<file path="src/rtl/mmio_pkg.sv">
`timescale 1ns/1ps
// Package: shared request kinds, decode targets and address-window limits
// for the memory-mapped I/O access unit. Assumes an 8-bit data path.
package mmio_pkg;

    localparam int DATA_W = 8;
    localparam int IDX_W  = 4;     // register index width inside a bank (max 16 per bank)

    // Address windows that are part of the access rules
    localparam logic [7:0] IO_PORT_LAST = 8'h3F;   // last address for port requests
    localparam logic [7:0] IO_BIT_LAST  = 8'h1F;   // last address for bit requests
    localparam logic [8:0] VIEW_OFFSET  = 9'h020;  // data view = I/O view + offset

    typedef enum logic [1:0] {
        KIND_PORT    = 2'd0,
        KIND_DATA    = 2'd1,
        KIND_BITOP   = 2'd2,
        KIND_BITTEST = 2'd3
    } req_kind_e;

    typedef enum logic [2:0] {
        TGT_NONE = 3'd0,
        TGT_GP   = 3'd1,
        TGT_EXT  = 3'd2,
        TGT_FLAG = 3'd3,
        TGT_CTRL = 3'd4
    } tgt_e;

endpackage

</file>
<file path="src/rtl/mmio_addr_decode.sv">
`timescale 1ns/1ps
// Module: mmio_addr_decode
// Translates a request into one target register, a write enable and a
// per-bit write mask. Port and bit requests are moved into the data view by
// adding the fixed offset, so one comparator set serves all request kinds.
// Assumes: req_* inputs are stable for the whole cycle; purely combinational
// apart from the assertions, which use clk and rst_n.
module mmio_addr_decode
    import mmio_pkg::*;
#(
    parameter int         GP_COUNT      = 4,
    parameter logic [7:0] GP_IO_BASE    = 8'h1C,
    parameter logic [7:0] FLAG_IO_ADDR  = 8'h16,
    parameter logic [7:0] CTRL_IO_ADDR  = 8'h30,
    parameter int         EXT_COUNT     = 4,
    parameter logic [7:0] EXT_DATA_BASE = 8'h60
) (
    input  logic             clk,
    input  logic             rst_n,
    input  logic             req_valid,
    input  logic [1:0]       req_kind,
    input  logic             req_write,
    input  logic [7:0]       req_addr,
    input  logic [2:0]       req_bit,
    input  logic             req_bit_val,
    input  logic [7:0]       req_wdata,
    output tgt_e             tgt,
    output logic [IDX_W-1:0] tgt_idx,
    output logic             illegal,
    output logic             wr_en,
    output logic             is_bitop,
    output logic [7:0]       wr_mask,
    output logic [7:0]       wr_data
);

    localparam logic [8:0] GP_DBASE   = {1'b0, GP_IO_BASE} + VIEW_OFFSET;
    localparam logic [8:0] GP_DEND    = GP_DBASE + 9'(GP_COUNT);
    localparam logic [8:0] FLAG_DADDR = {1'b0, FLAG_IO_ADDR} + VIEW_OFFSET;
    localparam logic [8:0] CTRL_DADDR = {1'b0, CTRL_IO_ADDR} + VIEW_OFFSET;
    localparam logic [8:0] EXT_DBASE  = {1'b0, EXT_DATA_BASE};
    localparam logic [8:0] EXT_DEND   = EXT_DBASE + 9'(EXT_COUNT);

    req_kind_e  kind;
    logic       range_ok;
    logic [8:0] daddr;

    assign kind = req_kind_e'(req_kind);

    // Range check: each request kind has its own legal address window
    always_comb begin
        case (kind)
            KIND_PORT: range_ok = (req_addr <= IO_PORT_LAST);
            KIND_DATA: range_ok = 1'b1;
            default:   range_ok = (req_addr <= IO_BIT_LAST);
        endcase
    end

    // View translation: everything except data requests is shifted into the data view
    always_comb begin
        if (kind == KIND_DATA) daddr = {1'b0, req_addr};
        else                   daddr = {1'b0, req_addr} + VIEW_OFFSET;
    end

    // Target match: compares the data-view address against each register window
    always_comb begin
        tgt     = TGT_NONE;
        tgt_idx = '0;
        if (req_valid && range_ok) begin
            if (daddr >= GP_DBASE && daddr < GP_DEND) begin
                tgt     = TGT_GP;
                tgt_idx = IDX_W'(daddr - GP_DBASE);
            end else if (daddr == FLAG_DADDR) begin
                tgt = TGT_FLAG;
            end else if (daddr == CTRL_DADDR) begin
                tgt = TGT_CTRL;
            end else if (daddr >= EXT_DBASE && daddr < EXT_DEND) begin
                tgt     = TGT_EXT;
                tgt_idx = IDX_W'(daddr - EXT_DBASE);
            end
        end
    end

    // Write control: byte writes carry the full byte, bit operations a one-hot mask
    always_comb begin
        is_bitop = (kind == KIND_BITOP);
        illegal  = req_valid && !range_ok;
        wr_en    = 1'b0;
        wr_mask  = 8'hFF;
        wr_data  = req_wdata;
        if (req_valid && range_ok) begin
            case (kind)
                KIND_PORT, KIND_DATA: wr_en = req_write;
                KIND_BITOP:           wr_en = 1'b1;
                default:              wr_en = 1'b0;
            endcase
        end
        if (is_bitop) begin
            wr_mask = 8'h01 << req_bit;
            wr_data = req_bit_val ? wr_mask : 8'h00;
        end
    end

    // Bit requests above the bit-accessible window must be flagged
    p_bit_window_r6: assert property (@(posedge clk) disable iff (!rst_n)
        (req_valid && req_kind[1] && (req_addr > 8'h1F)) |-> (illegal && !wr_en && tgt == TGT_NONE))
        else $error("bit request outside window accepted");

    // Port requests above the port window must be flagged and never reach extended registers
    p_port_window_r4: assert property (@(posedge clk) disable iff (!rst_n)
        (req_valid && req_kind == 2'd0 && (req_addr > 8'h3F)) |-> (illegal && !wr_en && tgt == TGT_NONE))
        else $error("port request outside window accepted");

endmodule

</file>
<file path="src/rtl/mmio_reg_bank.sv">
`timescale 1ns/1ps
// Module: mmio_reg_bank
// A bank of COUNT plain 8-bit storage registers with a masked write port.
// Only bits set in both wr_mask and WMASK change; bits outside WMASK stay 0.
// Assumes: wr_idx is below COUNT whenever wr_en is high.
module mmio_reg_bank
    import mmio_pkg::*;
#(
    parameter int         COUNT = 4,
    parameter logic [7:0] WMASK = 8'hFF
) (
    input  logic               clk,
    input  logic               rst_n,
    input  logic               wr_en,
    input  logic [IDX_W-1:0]   wr_idx,
    input  logic [7:0]         wr_mask,
    input  logic [7:0]         wr_data,
    input  logic               is_bitop,
    output logic [COUNT*8-1:0] q
);

    for (genvar g = 0; g < COUNT; g++) begin : g_reg
        logic [7:0] r;
        logic       hit;
        logic [7:0] m;

        assign hit = wr_en && (wr_idx == IDX_W'(g));
        assign m   = wr_mask & WMASK;

        // Register g: merge masked write bits, keep all others
        always_ff @(posedge clk) begin
            if (!rst_n)   r <= 8'h00;
            else if (hit) r <= (r & ~m) | (wr_data & m);
        end

        assign q[g*8 +: 8] = r;

        // A bit operation alters at most one bit of the addressed register
        p_single_bit_r5: assert property (@(posedge clk) disable iff (!rst_n)
            (wr_en && is_bitop && wr_idx == IDX_W'(g)) |=> ($countones(q[g*8 +: 8] ^ $past(q[g*8 +: 8])) <= 1))
            else $error("bit operation changed more than one bit");

        // A write aimed elsewhere leaves this register untouched
        p_other_stable_r2: assert property (@(posedge clk) disable iff (!rst_n)
            (!wr_en || wr_idx != IDX_W'(g)) |=> $stable(q[g*8 +: 8]))
            else $error("register changed without being addressed");
    end

endmodule

</file>
<file path="src/rtl/mmio_flag_reg.sv">
`timescale 1ns/1ps
// Module: mmio_flag_reg
// Status flags that peripherals set and software clears by writing ones.
// A set pulse beats a clear of the same flag in the same cycle.
// Assumes: wr_mask/wr_data come from the decoder (full byte or one-hot bit).
module mmio_flag_reg #(
    parameter int FLAG_W = 4
) (
    input  logic              clk,
    input  logic              rst_n,
    input  logic              wr_en,
    input  logic [7:0]        wr_mask,
    input  logic [7:0]        wr_data,
    input  logic [FLAG_W-1:0] flag_set,
    output logic [FLAG_W-1:0] q
);

    logic [FLAG_W-1:0] clr;

    // Clear vector: ones written under the mask, only while a write is active
    assign clr = wr_en ? FLAG_W'(wr_mask & wr_data) : '0;

    // Flag update: clear first, then OR in peripheral sets so sets win
    always_ff @(posedge clk) begin
        if (!rst_n) q <= '0;
        else        q <= (q & ~clr) | flag_set;
    end

    p_set_wins_r10: assert property (@(posedge clk) disable iff (!rst_n)
        (flag_set != '0) |=> ((q & $past(flag_set)) == $past(flag_set)))
        else $error("peripheral set lost");

    p_no_spurious_rise_r8: assert property (@(posedge clk) disable iff (!rst_n)
        (flag_set == '0) |=> ((q & ~$past(q)) == '0))
        else $error("flag rose without a set pulse");

    p_zero_keeps_r8: assert property (@(posedge clk) disable iff (!rst_n)
        (!wr_en || (FLAG_W'(wr_mask & wr_data) == '0)) |=> ((q & $past(q)) == $past(q)))
        else $error("flag cleared without a one written");

endmodule

</file>
<file path="src/rtl/mmio_access_unit.sv">
`timescale 1ns/1ps
// Module: mmio_access_unit (top)
// I/O register file and access decoder. Routes port, data, bit-operation and
// bit-test requests to the general-purpose bank, the extended bank, the
// status flags or the control register. Reads are combinational; writes land
// on the rising clock edge. Assumes one request per cycle from the core.
module mmio_access_unit
    import mmio_pkg::*;
#(
    parameter int         GP_COUNT      = 4,
    parameter logic [7:0] GP_IO_BASE    = 8'h1C,
    parameter logic [7:0] FLAG_IO_ADDR  = 8'h16,
    parameter int         FLAG_W        = 4,
    parameter logic [7:0] CTRL_IO_ADDR  = 8'h30,
    parameter logic [7:0] CTRL_WMASK    = 8'h0F,
    parameter int         EXT_COUNT     = 4,
    parameter logic [7:0] EXT_DATA_BASE = 8'h60
) (
    input  logic              clk,
    input  logic              rst_n,
    input  logic              req_valid,
    input  logic [1:0]        req_kind,
    input  logic              req_write,
    input  logic [7:0]        req_addr,
    input  logic [2:0]        req_bit,
    input  logic              req_bit_val,
    input  logic [7:0]        req_wdata,
    input  logic [FLAG_W-1:0] flag_set,
    output logic [7:0]        rdata,
    output logic              bit_value,
    output logic              illegal_access
);

    tgt_e                  tgt;
    logic [IDX_W-1:0]      tgt_idx;
    logic                  dec_wr;
    logic                  dec_bitop;
    logic [7:0]            dec_mask;
    logic [7:0]            dec_data;
    logic [GP_COUNT*8-1:0] gp_q;
    logic [EXT_COUNT*8-1:0] ext_q;
    logic [7:0]            ctrl_q;
    logic [FLAG_W-1:0]     flag_q;
    logic [7:0]            sel_byte;
    logic                  legal;

    mmio_addr_decode #(
        .GP_COUNT      (GP_COUNT),
        .GP_IO_BASE    (GP_IO_BASE),
        .FLAG_IO_ADDR  (FLAG_IO_ADDR),
        .CTRL_IO_ADDR  (CTRL_IO_ADDR),
        .EXT_COUNT     (EXT_COUNT),
        .EXT_DATA_BASE (EXT_DATA_BASE)
    ) decode_i (
        .clk         (clk),
        .rst_n       (rst_n),
        .req_valid   (req_valid),
        .req_kind    (req_kind),
        .req_write   (req_write),
        .req_addr    (req_addr),
        .req_bit     (req_bit),
        .req_bit_val (req_bit_val),
        .req_wdata   (req_wdata),
        .tgt         (tgt),
        .tgt_idx     (tgt_idx),
        .illegal     (illegal_access),
        .wr_en       (dec_wr),
        .is_bitop    (dec_bitop),
        .wr_mask     (dec_mask),
        .wr_data     (dec_data)
    );

    mmio_reg_bank #(.COUNT(GP_COUNT), .WMASK(8'hFF)) gp_bank_i (
        .clk      (clk),
        .rst_n    (rst_n),
        .wr_en    (dec_wr && tgt == TGT_GP),
        .wr_idx   (tgt_idx),
        .wr_mask  (dec_mask),
        .wr_data  (dec_data),
        .is_bitop (dec_bitop),
        .q        (gp_q)
    );

    mmio_reg_bank #(.COUNT(EXT_COUNT), .WMASK(8'hFF)) ext_bank_i (
        .clk      (clk),
        .rst_n    (rst_n),
        .wr_en    (dec_wr && tgt == TGT_EXT),
        .wr_idx   (tgt_idx),
        .wr_mask  (dec_mask),
        .wr_data  (dec_data),
        .is_bitop (dec_bitop),
        .q        (ext_q)
    );

    mmio_reg_bank #(.COUNT(1), .WMASK(CTRL_WMASK)) ctrl_reg_i (
        .clk      (clk),
        .rst_n    (rst_n),
        .wr_en    (dec_wr && tgt == TGT_CTRL),
        .wr_idx   ('0),
        .wr_mask  (dec_mask),
        .wr_data  (dec_data),
        .is_bitop (dec_bitop),
        .q        (ctrl_q)
    );

    mmio_flag_reg #(.FLAG_W(FLAG_W)) flags_i (
        .clk      (clk),
        .rst_n    (rst_n),
        .wr_en    (dec_wr && tgt == TGT_FLAG),
        .wr_mask  (dec_mask),
        .wr_data  (dec_data),
        .flag_set (flag_set),
        .q        (flag_q)
    );

    // Read select: pick the current byte of the decoded target, 0 when unmapped
    always_comb begin
        sel_byte = 8'h00;
        case (tgt)
            TGT_GP: begin
                for (int i = 0; i < GP_COUNT; i++)
                    if (tgt_idx == IDX_W'(i)) sel_byte = gp_q[i*8 +: 8];
            end
            TGT_EXT: begin
                for (int i = 0; i < EXT_COUNT; i++)
                    if (tgt_idx == IDX_W'(i)) sel_byte = ext_q[i*8 +: 8];
            end
            TGT_FLAG: sel_byte = 8'(flag_q);
            TGT_CTRL: sel_byte = ctrl_q;
            default:  sel_byte = 8'h00;
        endcase
    end

    // Output steering: byte for port/data kinds, single bit for tests
    always_comb begin
        legal     = req_valid && !illegal_access;
        rdata     = (legal && !req_kind[1]) ? sel_byte : 8'h00;
        bit_value = (legal && req_kind == 2'd3) ? sel_byte[req_bit] : 1'b0;
    end

    // Illegal requests change no storage (flags may only rise through sets)
    p_illegal_no_effect_r6: assert property (@(posedge clk) disable iff (!rst_n)
        (req_valid && illegal_access) |=> ($stable(gp_q) && $stable(ext_q) && $stable(ctrl_q)
                                           && ((flag_q & $past(flag_q)) == $past(flag_q))))
        else $error("illegal request modified a register");

    // A bit test is read-only
    p_test_read_only_r7: assert property (@(posedge clk) disable iff (!rst_n)
        (req_valid && req_kind == 2'd3) |=> ($stable(gp_q) && $stable(ext_q) && $stable(ctrl_q)
                                             && ((flag_q & $past(flag_q)) == $past(flag_q))))
        else $error("bit test modified a register");

    // Reserved control bits never become visible
    p_ctrl_reserved_r11: assert property (@(posedge clk) disable iff (!rst_n)
        (ctrl_q & ~CTRL_WMASK) == 8'h00)
        else $error("reserved control bit set");

endmodule

</file>
<file path="config.mk">
export PLATFORM = sky130hd
export DESIGN_NAME = mmio_access_unit
export DESIGN_NICKNAME = d
export VERILOG_FILES = /design/src/rtl/mmio_pkg.sv /design/src/rtl/mmio_addr_decode.sv /design/src/rtl/mmio_reg_bank.sv /design/src/rtl/mmio_flag_reg.sv /design/src/rtl/mmio_access_unit.sv
export SDC_FILE = /design/constraint.sdc
export NUM_CORES = 1
export LEC_CHECK = 0
export ABC_AREA = 1
export ABC_CLOCK_PERIOD_IN_PS = 4190
export BUFFER_PORTS_ARGS = -buffer_cell sky130_fd_sc_hd__buf_2
export CAP_MARGIN = 40
export CORE_ASPECT_RATIO = 0.9
export CORE_MARGIN = 2
export CORE_UTILIZATION = 55
export CTS_CLUSTER_SIZE = 14
export DETAILED_ROUTE_END_ITERATION = 12
export PLACE_DENSITY = 0.77
export SETUP_SLACK_MARGIN = 0.1
export SLEW_MARGIN = 20
export SYNTH_ARGS = -nofsm -noshare
export SYNTH_HDL_FRONTEND = slang
export SYNTH_SLANG_ARGS = --single-unit
</file>
<file path="constraint.sdc">
create_clock -name clk -period 4.19 [get_ports clk]
set_clock_uncertainty 0.05 [all_clocks]
set_input_delay 0 -clock clk [delete_from_list [all_inputs] [get_ports clk]]
set_output_delay 0 -clock clk [all_outputs]
set_load 0.02 [all_outputs]
</file>
==> results.cfg, run 1 <==
[flow_run]
max-cap-violations = 0

[worst_setup_path]
crit_path_start = req_addr[5]
slowest_delay_ns = 0.42
crit_slowest_cell = nor2_2
crit_family = simple AND/OR/NAND/NOR gates
crit_chain = buf_2 > ha_1 > nand2_1 > nand2_1 > a21oi_2 > nand2_2 > nor2_2 > nand2_2 > nand2_4 > nand2_2 > nor2_2 > o21ai_0 > nand3_1 > nand2_1 > nand2_1 > nand2_1 > nand3_1 > nand2_1 > nand2_1 > nand2_1 > nor2_1 > buf_2
arrival_ns = 2.77
critPathKind = in -> out
endpoint = bit_value
critPathBufInv = 2
setup.worst_path.end_class = primary output
required_ns = 4.14
r2r_slack_ns = 3.40
cp_max_fo = 12
start_kind = primary input
cp_num_cells = 22
cpMostUsedCell = nand2_1
rr_worst_depth = 2

[global_route]
overflow = 0
grt_pass1_wl_um = 21760
grt_max_degree = 41
met2_usage_pct = 51.31
use_met1_pct = 41.41
antenna_found_initial = 0
busiest_layer = met2
grt_pass1_vias = 4387
use_met3_pct = 10.11
track_usage_pct = 32.10

[clocking]
clk_path_buf_depth = 2
numCtsBuffers = 9
post_cts.repair.setup_buffers = 0
clkLatencyLatePin_ns = 0.36
cts_tree = built
numClockSinks = 72
cts-root-buf = clkbuf_8
cts-htree-levels = 3
clk_pin_slew_ns = 0.08
hold_buffers = 4
post_cts_resized = 0

[sta]
tightest_slew_ns = 0.7540
slew_headroom_pct = 49.74
fin_crit_sh_pct = 67.23
finalSetupViolations = 0
min_period_ns = 2.817
slew_violations = 0
rsz0062_at_grt = no
setup_tns_ns = 0
max_freq_mhz = 355.0
holdWs_ns = 0.06859
finalHoldViolCount = 0

[outcome]
status = complete, no violations

[route]
ant_nets = 0
avgRoutedWirePerCell_um = 17.12
routed_wirelength_um = 13740
drc = 0
vias = 4794
drt_iter0_drc = 558
vias_per_cell = 5.970
drtPass1Iterations = 8

[final_layout]
syn2layout_area_growth_pct = 12.76
final_area_um2 = 4943
drive_gt1_share_pct = 13.15
nNetsFinal = 737
layout_common_cells = nand2_1, inv_1, nor2_1, a21oi_1, dfxtp_1
fin_util_pct = 64.88
layout_commonest_cell = nand2_1
n_antenna_cell = 0

[synthesis]
syn_area_per_cell_um2 = 6.643
ys_seq_area_share_pct = 32.88
ys_ff_latch = 72
synth_nets = 694
synth_cells = 660
synth_area_um2 = 4384
synth.distinct_cells = 40
synth_warnings = 0

[placed_design]
dpl.hpwl_um = 9767
portBuffers = 39
gp_congestion = 1.006
placed_cell_area_um2 = 4669

[floorplanning]
io_pins = 40
die-area_um2 = 8702
core.rowCount = 30
initial_utilization_pct = 57.54
die_h_um = 88.70
fp.coreArea_um2 = 7620
die_w_um = 98.11

[worst_hold_path]
hold_path_class = in -> reg

[pwr]
leakagePower_nw = 2.304
power_density_nw_per_um2 = 306.1
ir_drop_uv = 198.3
[metrics by stage]
| stage | total power [mW] | std cells | worst slack [ns] |
|---|---|---|---|
| 2_1_floorplan | 0.7983 | 660 | 2.051 |
| 3_3_place_gp | 0.8485 | 783 | 1.524 |
| 3_5_place_dp | 0.8545 | 784 | 1.430 |
| 4_1_cts | 1.504 | 803 | 1.405 |
| 5_1_grt | 1.552 | 803 | 1.075 |
| 6_report | 1.513 | 803 | 1.373 |
[worst register-to-register path, delay by kind of cell (launching register included)]
| kind | cells | cell delay [ns] |
|---|---|---|
| AOI/OAI and AO/OA | 2 | 0.28 |
| DFF | 1 | 0.40 |
[logic make-up (layout without fill, tap and decap cells)]
group           count (synthesis)  in the layout  share of synthesized area (%)
simple gates                  280            280                          29.42
buf+inv                       122            169                          11.22
flops                          72             72                          32.88
compound gates                182            182                          25.34
fa+ha+maj                       4              4                          1.142
[worst min path at each step]
| stage | end | startpoint | depth (start not counted) |
|---|---|---|---|
| floorplan | illegal_access | req_valid | 2 |
| global placement | flags_i.q[0] | flag_set[0] | 3 |
| detailed placement | flags_i.q[1] | flag_set[1] | 3 |
| CTS | flop | req_wdata[6] | 4 |
| global route | flop | req_wdata[6] | 4 |
| finish | flop | req_wdata[6] | 4 |
[Yosys cell counts, drive strengths merged]
cell    count  area [µm²]
o211a      14       140.1
nand2     135       551.8
nor4        1       6.260
buf         6       53.79
a211oi      4       30.03
clkinv      1       3.750
o2111a      1       11.26
o21ai      56       284.0
a21oi      75       390.4
clkbuf     11       41.29
o211ai      6       45.04
dfxtp      72        1441
nand4      23       158.9
a22oi       3       22.52
inv       104       392.9
nand3      33       175.2
o21a        9       67.56
nor2       80       355.3
a311oi      9       78.83
nor3        7       35.03
nor3b       1       7.510
a21boi      5       41.29
ha          4       50.05
[final cells by class]
type | instances | area (µm²)
sequential | 72 | 1441
timing repair buffer | 49 | 300.3
multi-input combinational | 466 | 2451
clock inverter | 5 | 106.4
fill | 733 | 2676
clock buffer | 10 | 127.6
inverter | 105 | 396.6
tap | 96 | 120.1
[where the power goes]
part / switching (mW) / internal (mW) / total, mW
combinational: 0.113 / 0.0448 / 0.158
clock: 0.274 / 0.393 / 0.668
sequential: 0.00155 / 0.686 / 0.688
[per-layer routing]
metal | routed length (µm) | share of wire [%]
met5 | 0 | 0
met4 | 335 | 2.4
met3 | 1490 | 11
met2 | 6159 | 45
met1 | 5758 | 42
Note: power is estimated with default switching activity, not from simulation.
==> run 2: changes to the inputs <==
- ABC_CLOCK_PERIOD_IN_PS: 4190 -> 2920
- clock period: 4.19 -> 2.92 ns (I/O delays scaled with it)
==> run 2 against run 1 <==
Compared with the run above: via count grew 2.3%; sequential share of layout area fell by 0.99 points; die area unchanged; cell area grew 3.5%; sequential power up 43%; register-to-register slack worse by 1.3 ns; critical path depth is 1 higher; combinational power rose by 53%; setup slack got worse by 1.1 ns; flip-flop and latch count unchanged; hold slack improved by 0.026 ns; global-route usage rose by 0.30 points; largest cell class unchanged.
==> results.cfg, run 2 (synthesis gave the netlist of run 1 again) <==
[worst_setup_path]
crit_chain = buf_2 > ha_1 > nand2_1 > nand2_1 > a21oi_4 > nand2_2 > nor2_4 > nand2_4 > a21oi_4 > nand2_4 > nor2_8 > inv_4 > nor2_1 > nor2_1 > nand2_1 > nand3_1 > nand2_1 > inv_1 > nand2_1 > nand2_1 > nand2_1 > nor2_1 > buf_2
slowest_delay_ns = 0.22
cpMostUsedCell = nand2_1
arrival_ns = 2.57
cp_max_fo = 7
setup.worst_path.end_class = primary output
crit_slowest_cell = nor2_8
critPathKind = in -> out
required_ns = 2.87
start_kind = primary input
r2r_slack_ns = 2.13

[route]
vias_per_cell = 5.980
drtPass1Iterations = 10
drt_iter0_drc = 522
routed_wirelength_um = 14110
ant_nets = 0
vias = 4904
avgRoutedWirePerCell_um = 17.21
drc = 0

[placed_design]
dpl.hpwl_um = 9750
portBuffers = 39
placed_cell_area_um2 = 4707
dp_slack_ns = 0.1745
gp_congestion = 0.9445
dp_cells = 789

[sta]
min_period_ns = 2.615
finalSetupViolations = 0
finalHoldViolCount = 0
fin_crit_sh_pct = 89.56
setup_tns_ns = 0
slew_violations = 0
rsz0062_at_grt = no
tightest_slew_ns = 0.6459
max_freq_mhz = 382.4
finalWorstSetupSlack_ns = 0.3048
slew_headroom_pct = 56.94

[worst_hold_path]
hold_path_class = in -> reg

[final_layout]
layout_commonest_cell = nand2_1
final_area_um2 = 5117
n_antenna_cell = 0
layout_common_cells = nand2_1, inv_1, nor2_1, a21oi_1, dfxtp_1
nNetsFinal = 753
drive_gt1_share_pct = 15.61
fin_cells = 820
syn2layout_area_growth_pct = 16.72

[global_route]
overflow = 0
track_usage_pct = 32.40
grt_max_degree = 40
grt_pass1_vias = 4409
antenna_found_initial = 0
grt_pass1_wl_um = 21940

[flow_run]
max-cap-violations = 0

[clocking]
clkLatencyLatePin_ns = 0.35
cts-root-buf = clkbuf_8
clk_pin_slew_ns = 0.08
numClockSinks = 72
cts_tree = built
cts-htree-levels = 3
numCtsBuffers = 9
clk_path_buf_depth = 2

[floorplanning]
die-area_um2 = 8702
initial_utilization_pct = 57.54
core.rowCount = 30
die_w_um = 98.11
die_h_um = 88.70
io_pins = 40
fp.coreArea_um2 = 7620

[pwr]
ir_drop_uv = 308.5
power_density_nw_per_um2 = 436.0
finalPower_mw = 2.231
leakagePower_nw = 2.389

[outcome]
status = complete, no violations
run 2: cell types whose count changed in the layout (fill, tap and decap cells not counted), sizes merged:
cell | previous run | this run
buf | 45 | 60
inv | 104 | 107
clkbuf | 10 | 9
clkinv | 2 | 1
nor2 | 80 | 81
run 2: layout make-up:
type	instances	area, µm²
Fill cell	687	2502
Tap cell	96	120.1
Clock inverter	7	123.9
Multi-Input combinational cell	467	2486
Timing Repair Buffer	64	425.4
Sequential cell	72	1441
Inverter	105	396.6
Clock buffer	9	123.9
run 2: per-stage QoR:
stage                     hold WS (ns)  util [%]
after floorplan                0.06938         -
after detailed placement        0.1951     61.77
after global routing            0.1352     67.16
final                          0.09467     67.16
after CTS                      0.08107     65.55
after global placement          0.1904     61.41
run 2: layer usage:
layer	wire length (µm)	vias up	share of wire, %	global-route usage, %
met5	0	-	0	0
met4	454	0	3.2	13.89
met3	1865	55	13	9.084
met2	6043	320	43	51.06
met1	5745	2213	41	42.19
li1	-	2316	-	-
run 2: path summary, 6_finish.rpt:
check | startpoint | endpoint | depth (start not counted)
worst max-delay path | req_addr[5] | bit_value | 23
worst min-delay path | req_wdata[3] | flop | 4
worst max register to register | flop | flop | 2
worst min register to register | flop | flop | 2
run 2: critical path, delay by kind of cell:
family	cells	cell delay, ns
buffers and inverters	4	0.43
adder cells (fa/ha/maj)	1	0.21
AND/OR/NAND/NOR	16	1.54
AO/OA/AOI/OAI	2	0.38
run 2: timing repair:
action | CTS | global route
endpoints found under the setup margin | 0 | 3
gates resized for setup | 0 | 4
hold buffers | 4 | 0
buffers inserted | 0 | 10
hold endpoints to repair | 4 | 0
run 2: power by group:
group | leakage [nW] | switching [mW] | total (mW) | internal [mW]
clock network | 0.121 | 0.426 | 1.00 | 0.577
logic | 1.69 | 0.171 | 0.241 | 0.0702
registers | 0.581 | 0.00210 | 0.987 | 0.985
total | 2.39 | 0.599 | 2.23 | 1.63
==> run 3: changes to the inputs <==
- CORE_ASPECT_RATIO: 0.9 -> unset
- CORE_MARGIN: 2 -> unset
==> run 3 against run 2 <==
Compared with the run above: power is 4.7% lower; hold slack improved by 0.0029 ns; combinational power decreased by 3%; die area down 4.3%; register-to-register slack lost 0.02 ns; cell count is the same; global-route usage grew 1.8 points; clock power shrank 9%; largest power group is now sequential cells.
==> results.cfg, run 3 (synthesis gave the netlist of run 1 again) <==
[pwr]
power_density_nw_per_um2 = 423.2
comb_power_share_pct = 11.0
p_clk_share_pct = 42.6
leakagePower_nw = 2.350
sw_frac_of_total_pct = 27.42
seq_power_share_pct = 46.4
ir_drop_uv = 389.0
finalPower_mw = 2.127
p_int_mw = 1.544
p_switching_mw = 0.5833

[route]
drtPass1Iterations = 6
routed_wirelength_um = 13690
ant_nets = 0
drc = 0
avgRoutedWirePerCell_um = 16.70
vias_per_cell = 5.855
vias = 4801
drt_iter0_drc = 482

[global_route]
grt_pass1_vias = 4576
grt_pass1_wl_um = 22250
antenna_found_initial = 0
grt_max_degree = 40
overflow = 0
track_usage_pct = 34.21

[worst_setup_path]
cp_max_fo = 11
critPathKind = in -> out
required_ns = 2.87
start_kind = primary input
crit_path_start = req_addr[5]
arrival_ns = 2.55
setup.worst_path.end_class = primary output

[sta]
finalHoldViolCount = 0
fin_crit_sh_pct = 89.09
slew_headroom_pct = 59.62
rsz0062_at_grt = no
setup_tns_ns = 0
finalSetupViolations = 0
holdWs_ns = 0.09761
max_freq_mhz = 384.4
slew_violations = 0
tightest_slew_ns = 0.6043
min_period_ns = 2.601

[clocking]
cts_tree = built
cts-htree-levels = 3
clk_pin_slew_ns = 0.08
clkLatencyLatePin_ns = 0.36
clk_path_buf_depth = 2
numCtsBuffers = 9
cts-root-buf = clkbuf_8
numClockSinks = 72

[floorplanning]
fp.coreArea_um2 = 7727
io_pins = 40
die_h_um = 91.28
initial_utilization_pct = 56.74
die-area_um2 = 8332
die_w_um = 91.28
core.rowCount = 32

[flow_run]
max-cap-violations = 0

[final_layout]
fin_util_pct = 65.04
layout_common_cells = nand2_1, inv_1, nor2_1, a21oi_1, dfxtp_1
fin_cells = 820
layout_commonest_cell = nand2_1
drive_gt1_share_pct = 14.48
syn2layout_area_growth_pct = 14.64
nNetsFinal = 747
n_antenna_cell = 0

[placed_design]
gp_congestion = 0.9732
dp_cells = 796
dpl.hpwl_um = 9878
portBuffers = 39

[worst_hold_path]
hold_path_class = in -> reg
min_from = req_wdata[4]

[outcome]
status = complete, no violations
run 3: path summary, 6_finish.rpt:
| check | depth (start not counted) | to | slack [ns] |
|---|---|---|---|
| max | 19 | bit_value | 0.32 |
| min | 3 | flop | 0.1 |
| max reg2reg | 2 | flop | 2.11 |
| min reg2reg | 2 | flop | 0.41 |
run 3: critical path, cell delays in order:
cell	delay, ns
buf_2	0.13
ha_1	0.21
nand2_1	0.07
nand2_1	0.05
a21oi_2	0.20
nand2_2	0.11
nor2_4	0.17
nand4_4	0.27
nand2_4	0.25
nor2_8	0.08
buf_4	0.16
a21oi_1	0.15
nand2_1	0.12
nand4_1	0.11
nand2_1	0.06
nor2_1	0.10
nor2_1	0.05
nor2_1	0.09
buf_2	0.16
run 3: per-stage QoR:
step                worst slack (ns)  cell area (µm²)
floorplan                     0.7814             4384
CTS                           0.1833             4999
global route                  0.1135             5026
finish                        0.3187             5026
detailed placement            0.2314             4722
global placement              0.2858             4695
run 3: metal layers:
layer	wire length, µm	GRT usage [%]	part of all wire [%]	up-vias
met5	10	0	0.073	-
met4	322	11.64	2.4	2
met3	1489	6.868	11	38
met2	6108	55.74	45	284
met1	5761	45.05	42	2161
li1	-	-	-	2316
run 3: what timing repair did:
| item | in CTS | in global routing |
|---|---|---|
| buffers inserted | 0 | 3 |
| resized for setup | 0 | 1 |
| endpoints found under the hold margin | 5 | 0 |
| hold buffers | 5 | 0 |
| setup endpoints to repair | 0 | 1 |
run 3: power by group through the flow:
stage	combinational, mW	sequential [mW]	clock (mW)
3_3_place_gp	0.214	1.01	0
2_1_floorplan	0.136	1.01	0
5_1_grt	0.256	0.988	0.951
3_5_place_dp	0.221	1.01	0
6_report	0.233	0.987	0.907
4_1_cts	0.228	0.987	0.909
run 3: area by class of cell:
type                    instances  area [µm²]
clock buffers                   9       123.9
clock inverters                 7       102.6
fillers                       704        2701
inverters                     105       396.6
multi-input cells             466        2456
flip-flops and latches         72        1441
well taps                     102       127.6
repair buffers                 59       377.9
